==> src/rtl/crc_nib_pkg.sv <==
package crc_nib_pkg;

  localparam int CRC_W  = 16;
  localparam int NIB_W  = 4;
  localparam int NIBS   = CRC_W / NIB_W;
  localparam int ADDR_W = $clog2(NIBS);

  // Multiplier whose nibble multiples form the fold table.
  localparam logic [CRC_W-1:0] TBL_MUL = 16'h1081;

  typedef logic [CRC_W-1:0] crc_t;
  typedef logic [NIB_W-1:0] nib_t;

  typedef struct packed {
    logic              en;
    logic [ADDR_W-1:0] sel;
    nib_t              val;
  } preset_t;

  // i * TBL_MUL. The shifted copies do not overlap, so XOR equals the sum.
  function automatic crc_t fold_tbl(input nib_t idx);
    crc_t acc;
    acc = '0;
    for (int b = 0; b < NIB_W; b++) begin
      if (idx[b]) acc = acc ^ (TBL_MUL << b);
    end
    return acc;
  endfunction

endpackage

==> src/rtl/crc_nib_step.sv <==
module crc_nib_step
  import crc_nib_pkg::*;
(
  input  crc_t crc_i,
  input  nib_t nib_i,
  output crc_t crc_o
);

  // Sixteen-entry table, built once from the multiplier.
  crc_t tbl [NIBS*NIBS];

  genvar gi;
  generate
    for (gi = 0; gi < NIBS*NIBS; gi++) begin : g_tbl
      assign tbl[gi] = fold_tbl(nib_t'(gi));
    end
  endgenerate

  nib_t idx;

  always_comb begin
    idx   = crc_i[NIB_W-1:0] ^ nib_i;
    crc_o = (crc_i >> NIB_W) ^ tbl[idx];
  end

endmodule

==> src/rtl/crc_fold_chain.sv <==
module crc_fold_chain
  import crc_nib_pkg::*;
#(
  parameter  int LANES = 5,
  localparam int CW    = $clog2(LANES + 1)
) (
  input  crc_t                   crc_i,
  input  logic [NIB_W*LANES-1:0] data_i,
  input  logic [CW-1:0]          cnt_i,
  output crc_t                   crc_o
);

  // tap[k] is the value after folding lanes 0..k-1.
  crc_t tap [LANES+1];
  assign tap[0] = crc_i;

  genvar gl;
  generate
    for (gl = 0; gl < LANES; gl++) begin : g_lane
      crc_nib_step u_step (
        .crc_i (tap[gl]),
        .nib_i (data_i[gl*NIB_W +: NIB_W]),
        .crc_o (tap[gl+1])
      );
    end
  endgenerate

  logic [CW-1:0] eff_cnt;

  always_comb begin
    eff_cnt = (int'(cnt_i) > LANES) ? CW'(LANES) : cnt_i;
    crc_o   = tap[0];
    for (int k = 1; k <= LANES; k++) begin
      if (int'(eff_cnt) == k) crc_o = tap[k];
    end
  end

endmodule

==> src/rtl/crc_reg_port.sv <==
module crc_reg_port
  import crc_nib_pkg::*;
(
  input  crc_t              crc_i,
  input  logic [ADDR_W-1:0] sel_i,
  input  nib_t              wval_i,
  output nib_t              rval_o,
  output crc_t              merged_o
);

  logic [NIBS-1:0] hit;

  genvar gn;
  generate
    for (gn = 0; gn < NIBS; gn++) begin : g_nib
      assign hit[gn] = (sel_i == ADDR_W'(gn));
      assign merged_o[gn*NIB_W +: NIB_W] =
        hit[gn] ? wval_i : crc_i[gn*NIB_W +: NIB_W];
    end
  endgenerate

  always_comb begin
    rval_o = '0;
    for (int k = 0; k < NIBS; k++) begin
      if (hit[k]) rval_o = crc_i[k*NIB_W +: NIB_W];
    end
  end

endmodule

==> src/rtl/crc_rst_sync.sv <==
module crc_rst_sync (
  input  logic clk,
  input  logic arst_n,
  output logic srst_n
);

  logic [1:0] stage_q;

  always_ff @(posedge clk or negedge arst_n) begin
    if (!arst_n) stage_q <= 2'b00;
    else         stage_q <= {stage_q[0], 1'b1};
  end

  assign srst_n = stage_q[1];

endmodule

==> src/rtl/crc_nib_accum.sv <==
module crc_nib_accum
  import crc_nib_pkg::*;
#(
  parameter  int LANES = 5,
  localparam int CW    = $clog2(LANES + 1)
) (
  input  logic                   clk,
  input  logic                   rst_n,
  input  logic                   rd_valid,
  input  logic                   rd_io,
  input  logic [CW-1:0]          rd_cnt,
  input  logic [NIB_W*LANES-1:0] rd_data,
  input  logic                   reg_we,
  input  logic [ADDR_W-1:0]      reg_addr,
  input  logic [NIB_W-1:0]       reg_wdata,
  output logic [NIB_W-1:0]       reg_rdata,
  output logic [CRC_W-1:0]       crc_out
);

  logic    rst_sync_n;
  crc_t    crc_q;
  crc_t    crc_d;
  logic    crc_en;
  crc_t    fold_val;
  crc_t    merge_val;
  preset_t pre;
  logic    rd_take;

  crc_rst_sync u_rst (
    .clk    (clk),
    .arst_n (rst_n),
    .srst_n (rst_sync_n)
  );

  crc_fold_chain #(.LANES(LANES)) u_fold (
    .crc_i  (crc_q),
    .data_i (rd_data),
    .cnt_i  (rd_cnt),
    .crc_o  (fold_val)
  );

  crc_reg_port u_port (
    .crc_i    (crc_q),
    .sel_i    (pre.sel),
    .wval_i   (pre.val),
    .rval_o   (reg_rdata),
    .merged_o (merge_val)
  );

  // Next-state: a preset wins over a bus read in the same cycle.
  always_comb begin
    pre.en  = reg_we;
    pre.sel = reg_addr;
    pre.val = reg_wdata;
    rd_take = rd_valid && !rd_io && (rd_cnt != '0);
    crc_en  = pre.en || rd_take;
    if (pre.en)       crc_d = merge_val;
    else if (rd_take) crc_d = fold_val;
    else              crc_d = crc_q;
  end

  always_ff @(posedge clk or negedge rst_sync_n) begin
    if (!rst_sync_n)  crc_q <= '0;
    else if (crc_en)  crc_q <= crc_d;
  end

  assign crc_out = crc_q;

endmodule

==> config.mk <==
export PLATFORM = sky130hd
export DESIGN_NAME = crc_nib_accum
export DESIGN_NICKNAME = d
export VERILOG_FILES = /design/src/rtl/crc_nib_pkg.sv /design/src/rtl/crc_nib_step.sv /design/src/rtl/crc_fold_chain.sv /design/src/rtl/crc_reg_port.sv /design/src/rtl/crc_rst_sync.sv /design/src/rtl/crc_nib_accum.sv
export SDC_FILE = /design/constraint.sdc
export NUM_CORES = 1
export LEC_CHECK = 0
export BUFFER_PORTS_ARGS = -buffer_cell sky130_fd_sc_hd__clkbuf_2
export CORE_AREA = 2 2 81 83
export DETAILED_ROUTE_END_ITERATION = 10
export DIE_AREA = 0 0 83 85
export PLACE_DENSITY_LB_ADDON = 0.05
export SLEW_MARGIN = 40
export SYNTH_ARGS = -nofsm -noshare
export SYNTH_HDL_FRONTEND = slang
export SYNTH_SLANG_ARGS = --single-unit
export TNS_END_PERCENT = 1
==> constraint.sdc <==
create_clock -name clk -period 2.3 [get_ports clk]
set_input_delay 0.115 -clock clk [delete_from_list [all_inputs] [get_ports clk]]
set_output_delay 0.115 -clock clk [all_outputs]
set_load 0.05 [all_outputs]
==> results of run 1 <==
[cell families (layout without fill, tap and decap cells)]
kind of cell	Yosys count	in the layout	share of synthesized area
xor+xnor	90	90	0.417
other cells	1	1	0.00125
buf+inv	23	126	0.0304
mux	25	25	0.104
flops	18	18	0.150
compound gates	76	76	0.169
simple gates	80	80	0.129
[worst reg2reg max path, cell delays in order, from the launching register on]
cell and delay (ns):
dfrtp_2 0.44, xnor2_2 0.16, xnor3_2 0.47, buf_4 0.18
xnor2_2 0.20, xnor3_1 0.41, a31oi_1 0.21, o22ai_1 0.10
[sequential cells by signal, indices dropped and copies added, names as in the netlist]
register / cells
crc_out: 16
u_rst.stage_q: 2
[stage by stage]
stage	worst slack [ns]	instances
global route	-0.0968	493
floorplan	-0.201	313
global placement	-0.0450	486
CTS	-0.0334	493
finish	0.00989	493
detailed placement	-0.0575	486
[path summary, 6_finish.rpt]
kind                                             from                         end  slack (ns)
setup / recovery               crc_out[8]$_DFFE_PN0P_      crc_out[3]$_DFFE_PN0P_        0.01
hold / removal                                  rst_n  u_rst.stage_q[1]$_DFF_PN0_        0.16
setup reg to reg               crc_out[8]$_DFFE_PN0P_      crc_out[3]$_DFFE_PN0P_        0.01
hold reg to reg            u_rst.stage_q[1]$_DFF_PN0_      crc_out[4]$_DFFE_PN0P_        0.21
max in group asynchronous  u_rst.stage_q[1]$_DFF_PN0_      crc_out[2]$_DFFE_PN0P_        1.73
min in group clk                         reg_wdata[3]     crc_out[15]$_DFFE_PN0P_        0.26
[placed cells by master, fill, tap and decap left out, types with 3 or more instances in the layout]
master / Yosys / final
o221ai_1: 4 / 4
clkbuf_8: 0 / 3
o22ai_1: 9 / 9
mux2i_1: 12 / 12
o31ai_1: 3 / 3
xnor2_4: 2 / 6
clkbuf_2: 0 / 53
xor2_2: 4 / 3
nand2_1: 19 / 19
or3_1: 5 / 5
a31oi_1: 7 / 7
o211ai_1: 4 / 4
mux2_2: 7 / 7
mux4_2: 4 / 4
dfrtp_1: 18 / 9
nand3b_1: 4 / 4
dfrtp_2: 0 / 9
inv_1: 4 / 4
xnor2_2: 9 / 10
nand3_1: 7 / 7
xnor3_1: 17 / 14
xnor3_2: 2 / 5
nor2_1: 22 / 22
nor3_1: 8 / 7
xnor2_1: 43 / 38
and3_1: 3 / 3
o21ai_0: 16 / 16
buf_4: 0 / 61
xor2_1: 9 / 8
a21oi_1: 12 / 11
[metal layers]
layer | vias to the layer above | routed length (microns)
met1 | 1366 | 4520
met3 | 16 | 866
met5 | - | 0
met4 | 0 | 148
li1 | 1349 | -
met2 | 156 | 4220
[cell type report]
cell class / count / area [sq um]
Fill cell: 533 / 2220
Inverter: 5 / 18.8
Tap cell: 77 / 96.3
Sequential cell: 18 / 462
Clock buffer: 4 / 45.0
Timing Repair Buffer: 117 / 764
Multi-Input combinational cell: 272 / 2590
[what timing repair did]
| item | CTS | global route |
|---|---|---|
| gates resized for setup | 4 | 11 |
| hold endpoints to repair | 2 | 0 |
| hold buffers | 1 | 0 |
| setup endpoints to repair | 7 | 10 |
| buffers inserted | 2 | 0 |
| pin swaps | 3 | 4 |
==> PnR_summary.wiki, run 1 <==
{| class="wikitable"
! Metric !! Value
|-
| Sequential-to-total area share from yosys stat || 0.150
|-
| Avg WL per Cell || 19.8 microns
|-
| Overall die height || ~85 microns
|-
| Highest clock rate || between 400 and 500 MHz
|-
| Routing usage on met3 || 0.0535
|-
| Gpl congestion || roughly 0.97
|-
| Primary flip-flop cell chosen by synthesis mapping || dfrtp_1
|-
| Horizontal die dimension || 83 microns
|-
| Commonest cells in the synthesized netlist || xnor2_1, nor2_1, nand2_1
|-
| Asr flop ratio synth || 1.00
|-
| Antenna Cells || 0
|-
| Post-layout nets || 451
|-
| Core utilization of the finished layout || 0.642
|-
| Final instance area || 3980 sq um
|-
| Boundary Pins || 54
|-
| Number of flops mapped to enable cells by yosys || 0
|-
| Global Route met2 Usage || 0.425
|-
| Cell at the root of the clock tree || clkbuf_8
|-
| Max cap viols || 0
|-
| Hold slack || 0.158 ns
|-
| Total number of placement rows || 29
|-
| Critical path peak fanout || 3
|-
| Cell count along the critical path || 7
|-
| Post-synthesis cell area || 3010 sq um
|-
| Data arrival time of the critical path || 2.45 ns
|-
| Yosys top cell by area || dfrtp_1
|-
| Setup CP Type || flip-flop to flip-flop
|-
| Area share of the largest cell type after synthesis || 0.150
|-
| Area added between synthesis and finish || 32.4%
|-
| Routed wire length || 9.75 mm
|-
| Hold WC Path Type || input pin to asynchronous set/reset pin
|-
| Met1 Track Usage GR || 0.428
|-
| Via count of the first global-routing pass || 2,744
|-
| CTS tree || yes
|-
| Largest stage delay on the critical path || 0.47 ns
|-
| Global-route wire length before repair || 15.5 mm
|-
| CTS clk-pin slew, worst paths || approximately 0.09 ns
|-
| Count of H-tree levels built during CTS || 1
|-
| Clock Sink Count || 18
|-
| Placed standard-cell area || 3800 sq um
|-
| GRT Overall Usage || 0.284
|-
| Number of antenna-violating nets in the routed design || 0
|-
| Count of different cell masters after synthesis || 60
|-
| Maximum number of pins on one net before global-route repair || 20
|-
| Drc violations || 0
|-
| DR vias || 2,887
|-
| DR vias/cell || approximately 5.9
|-
| Type of origin of the critical path || flip-flop
|-
| Total CTS buffers || 3
|-
| Family with the most delay on the worst path || XOR/XNOR gates
|-
| Number of max-slew violations in the final report || 0
|-
| Placed wire-length estimate || 7.76 mm
|-
| Count of buffering cells on the critical path with inverters included || 1
|-
| Worst reg2reg path depth || 7
|-
| Highest-utilization routing layer at the global route stage || met1
|-
| Iter 0 DRT Violations || 286
|-
| Placeable core region || 6200 sq um
|-
| Final number of setup-violating endpoints || 0
|-
| Most numerous cell in the Yosys netlist || xnor2_1
|-
| Net count of the mapped netlist || 347
|-
| Cell repeated most along the worst path || xnor2_2
|-
| Source-to-sink clock delay at the later pin of the worst-skew pair || 0.28 ns
|-
| DIE AREA || approximately 7100 sq um
|-
| CP cell instances || xnor2_2 -> xnor3_2 -> buf_4 -> xnor2_2 -> xnor3_1 -> a31oi_1 -> o22ai_1
|-
| Total iterations of the first detailed-routing run || 5
|-
| Share of the cycle needed by the critical path after routing || 0.996
|-
| Cell at the slowest stage of the critical path || xnor3_2
|-
| Final Hold Fails || 0
|-
| Minimum clock period after layout || around 2.3 ns
|-
| Number of buffers on the longest clock path || 2
|-
| Average cell area after synthesis || slightly below 10 sq um
|-
| Initial core utilization || 0.485
|-
| Category of the worst setup path capture point || flip-flop
|-
| Largest cells by area after synthesis || dfrtp_1, xnor3_1, xnor2_1
|-
| Overflow left after global routing || 0
|-
| Cell count after synthesis || around 310
|-
| Unrepaired setup endpoints after global routing || true
|-
| Required time of the worst setup path || 2.46 ns
|-
| Ratio of cells with drive above 1 in the final layout || 0.428
|-
| Initial antenna violation count || 0
|-
| Number of port buffers || 53
|-
| Total of flip-flops plus latches after synthesis || 18
|-
| Run status || finished clean
|-
| Count of warnings emitted by yosys || 0
|-
| Skew final || 0.0153 ns
|-
| TNS Setup || 0 ns
|}
Power of run 1 is not shown: default switching activity piles up to over one toggle a cycle in this logic, so the estimate is an artifact.
==> run 2: changes to the inputs <==
--- a/config.mk
+++ b/config.mk
@@ -8,6 +8,7 @@
 export BUFFER_PORTS_ARGS = -buffer_cell sky130_fd_sc_hd__clkbuf_2
-export CORE_AREA = 2 2 81 83
+export CORE_AREA = 2 2 74 76
 export DETAILED_ROUTE_END_ITERATION = 10
-export DIE_AREA = 0 0 83 85
+export DIE_AREA = 0 0 76 78
 export PLACE_DENSITY_LB_ADDON = 0.05
+export RECOVER_POWER = 25
 export SLEW_MARGIN = 40
--- a/constraint.sdc
+++ b/constraint.sdc
@@ -3,2 +3,2 @@
 set_output_delay 0.115 -clock clk [all_outputs]
-set_load 0.05 [all_outputs]
+set_load 0.005 [all_outputs]
==> PnR_summary.wiki, run 2 (synthesis results as in run 1) <==
{| class="wikitable"
! Metric !! Value
|-
| Largest stage delay on the critical path || 0.50 ns (+0.03 ns)
|-
| Gpl congestion || 0.979 (+1.3%)
|-
| DIE AREA || 5930 sq um (-16%)
|-
| Share of the cycle needed by the critical path after routing || 1.05 (+0.0526)
|-
| Source-to-sink clock delay at the later pin of the worst-skew pair || 0.27 ns (about the same)
|-
| DR vias || 2,953 (+2.3%)
|-
| Sum of met2 wire segment lengths after detailed routing || 4.20 mm (-0.40%)
|-
| Relative slew slack || 0.405
|-
| Run status || finished, violations left
|-
| Timing startpoint of the critical path || crc_out[11]$_DFFE_PN0P_
|-
| Ratio of cells with drive above 1 in the final layout || 0.402 (-0.0259)
|-
| Overflow left after global routing || 0 (unchanged)
|-
| Via count of the first global-routing pass || 2,750 (+0.22%)
|-
| Post-layout nets || 448 (-0.67%)
|-
| Placed wire-length estimate || 7.40 mm (-4.6%)
|-
| Violated checks || setup timing
|-
| Top layer in use || met4
|-
| Critical path peak fanout || 4 (+1)
|-
| Avg WL per Cell || 19.5 microns (-1.2%)
|-
| Cell repeated most along the worst path || buf_4
|-
| Setup CP Type || flip-flop to flip-flop
|-
| Routed wire length || 9.44 mm (-3.2%)
|-
| Category of the worst setup path capture point || flip-flop
|-
| Number of buffers on the longest clock path || 2 (unchanged)
|-
| Routed length on met3 || 1.19 mm (+37%)
|-
| Initial core utilization || 0.596 (+0.112)
|-
| Highest clock rate || 415 MHz (-5.0%)
|-
| Type of origin of the critical path || flip-flop
|-
| Initial antenna violation count || 0 (unchanged)
|-
| Iter 0 DRT Violations || 396 (+38%)
|-
| Total CTS buffers || 3 (unchanged)
|-
| Global-route wire length before repair || 14.9 mm (-3.8%)
|-
| Hold WC Path Type || input pin to asynchronous set/reset pin
|-
| Family with the most delay on the worst path || XOR/XNOR gates
|-
| Minimum clock period after layout || 2.41 ns (+0.121 ns)
|-
| CP cell instances || xnor3_4 -> xor2_4 -> buf_4 -> xnor2_4 -> buf_4 -> nor3_1 -> o21ai_1 -> a31o_2
|-
| Worst flop-to-flop path startpoint || crc_out[11]$_DFFE_PN0P_
|-
| Slew at the pin with the worst max-slew slack || just under 0.9 ns
|-
| Count of buffering cells on the critical path with inverters included || 2 (+1)
|-
| Total number of placement rows || 26 (-10%)
|-
| Horizontal die dimension || 76 microns (-8.4%)
|-
| Data arrival time of the critical path || 2.58 ns (+0.13 ns)
|-
| GRT Overall Usage || 0.326 (+0.0413)
|-
| Maximum number of pins on one net before global-route repair || 17 (-15%)
|-
| Number of max-slew violations in the final report || 0 (unchanged)
|-
| CTS clk-pin slew, worst paths || 0.09 ns (about the same)
|-
| Leading cell type in the layout, fill and taps excluded || buf_4
|-
| Boundary Pins || 54 (unchanged)
|-
| Final number of setup-violating endpoints || 4 (+4)
|-
| DR vias/cell || 6.11 (+4.4%)
|-
| Max FFs per register || 16 (unchanged)
|-
| Max cap viols || 0 (unchanged)
|-
| Count of H-tree levels built during CTS || 1 (unchanged)
|-
| Skew final || 0.00716 ns (-0.00816 ns)
|-
| Area added between synthesis and finish || 29.3%
|-
| Cell at the root of the clock tree || clkbuf_8
|-
| Placeable core region || 5040 sq um (-19%)
|-
| Number of port buffers || 53 (unchanged)
|-
| Total iterations of the first detailed-routing run || 5 (unchanged)
|-
| Unrepaired setup endpoints after global routing || true
|-
| Cell at the slowest stage of the critical path || xnor3_4
|-
| Final Hold Fails || 0 (unchanged)
|-
| Drc violations || 0 (unchanged)
|-
| Clock Sink Count || 18 (unchanged)
|-
| Overall die height || 78 microns (-8.2%)
|-
| Number of antenna-violating nets in the routed design || 0 (unchanged)
|-
| M1 WL || 3.85 mm (-15%)
|-
| CTS tree || yes
|-
| Commonest non-fill, non-tap cells in the layout || buf_4, clkbuf_2, xnor2_1, nor2_1, nand2_1
|-
| TNS Setup || -0.207 ns (-0.207 ns)
|-
| Required time of the worst setup path || 2.47 ns (about the same)
|-
| Post-layout worst setup margin || -0.111 ns (-0.121 ns)
|-
| Antenna Cells || 0 (unchanged)
|}
[run 2: cell count changes in the layout (fill, tap and decap cells not counted), moves of 2 or more]
cell	previous run	this run
dfrtp_1	9	15
dfrtp_2	9	3
xnor2_2	10	12
xnor2_4	6	3
[run 2: worst reg2reg max path, delay by kind of cell (launching register included)]
kind            cells  cell delay [ns]
buf+inv             2             0.32
compound gates      2             0.44
flops               1             0.41
simple gates        1             0.25
xor+xnor            3             0.88
[run 2: final timing paths]
check	slack (ns)	depth (start not counted)	to
max in group asynchronous	1.32	0	crc_out[2]$_DFFE_PN0P_
setup reg to reg	-0.11	8	crc_out[11]$_DFFE_PN0P_
setup / recovery	-0.11	8	crc_out[11]$_DFFE_PN0P_
hold / removal	0.15	2	u_rst.stage_q[1]$_DFF_PN0_
min in group clk	0.26	5	crc_out[8]$_DFFE_PN0P_
hold reg to reg	0.36	0	u_rst.stage_q[1]$_DFF_PN0_
[run 2: what timing repair did]
action,CTS,global route
hold buffers,1,0
pin swaps,9,0
setup endpoints to repair,9,11
resized for setup,6,7
endpoints found under the hold margin,2,0
buffers inserted,2,0
[run 2: cell type report]
cell class	count	area [sq um]
Sequential cell	18	454
Inverter	5	18.8
Tap cell	70	87.6
Fill cell	379	1150
Clock buffer	4	55.1
Multi-Input combinational cell	272	2550
Timing Repair Buffer	114	724
[run 2: metal layers]
metal | GRT usage | up-vias
li1 | - | 1343
met1 | 0.467 | 1386
met2 | 0.508 | 201
met3 | 0.0674 | 23
met4 | 0.0782 | 0
met5 | 0 | -
[run 2: through the flow]
stage / hold slack [ns] / instance area (sq um) / util / setup WS, ns / cells
finish: 0.151 / 3890 / 0.771 / -0.111 / 483
CTS: 0.152 / 3850 / 0.763 / -0.0297 / 483
floorplan: -0.181 / 3030 / - / -0.0720 / 313
global placement: -0.100 / 3740 / 0.742 / -0.163 / 476
global route: 0.167 / 3890 / 0.771 / -0.119 / 483
detailed placement: -0.0958 / 3740 / 0.742 / -0.221 / 476
Power of run 2 is left out for the same reason.
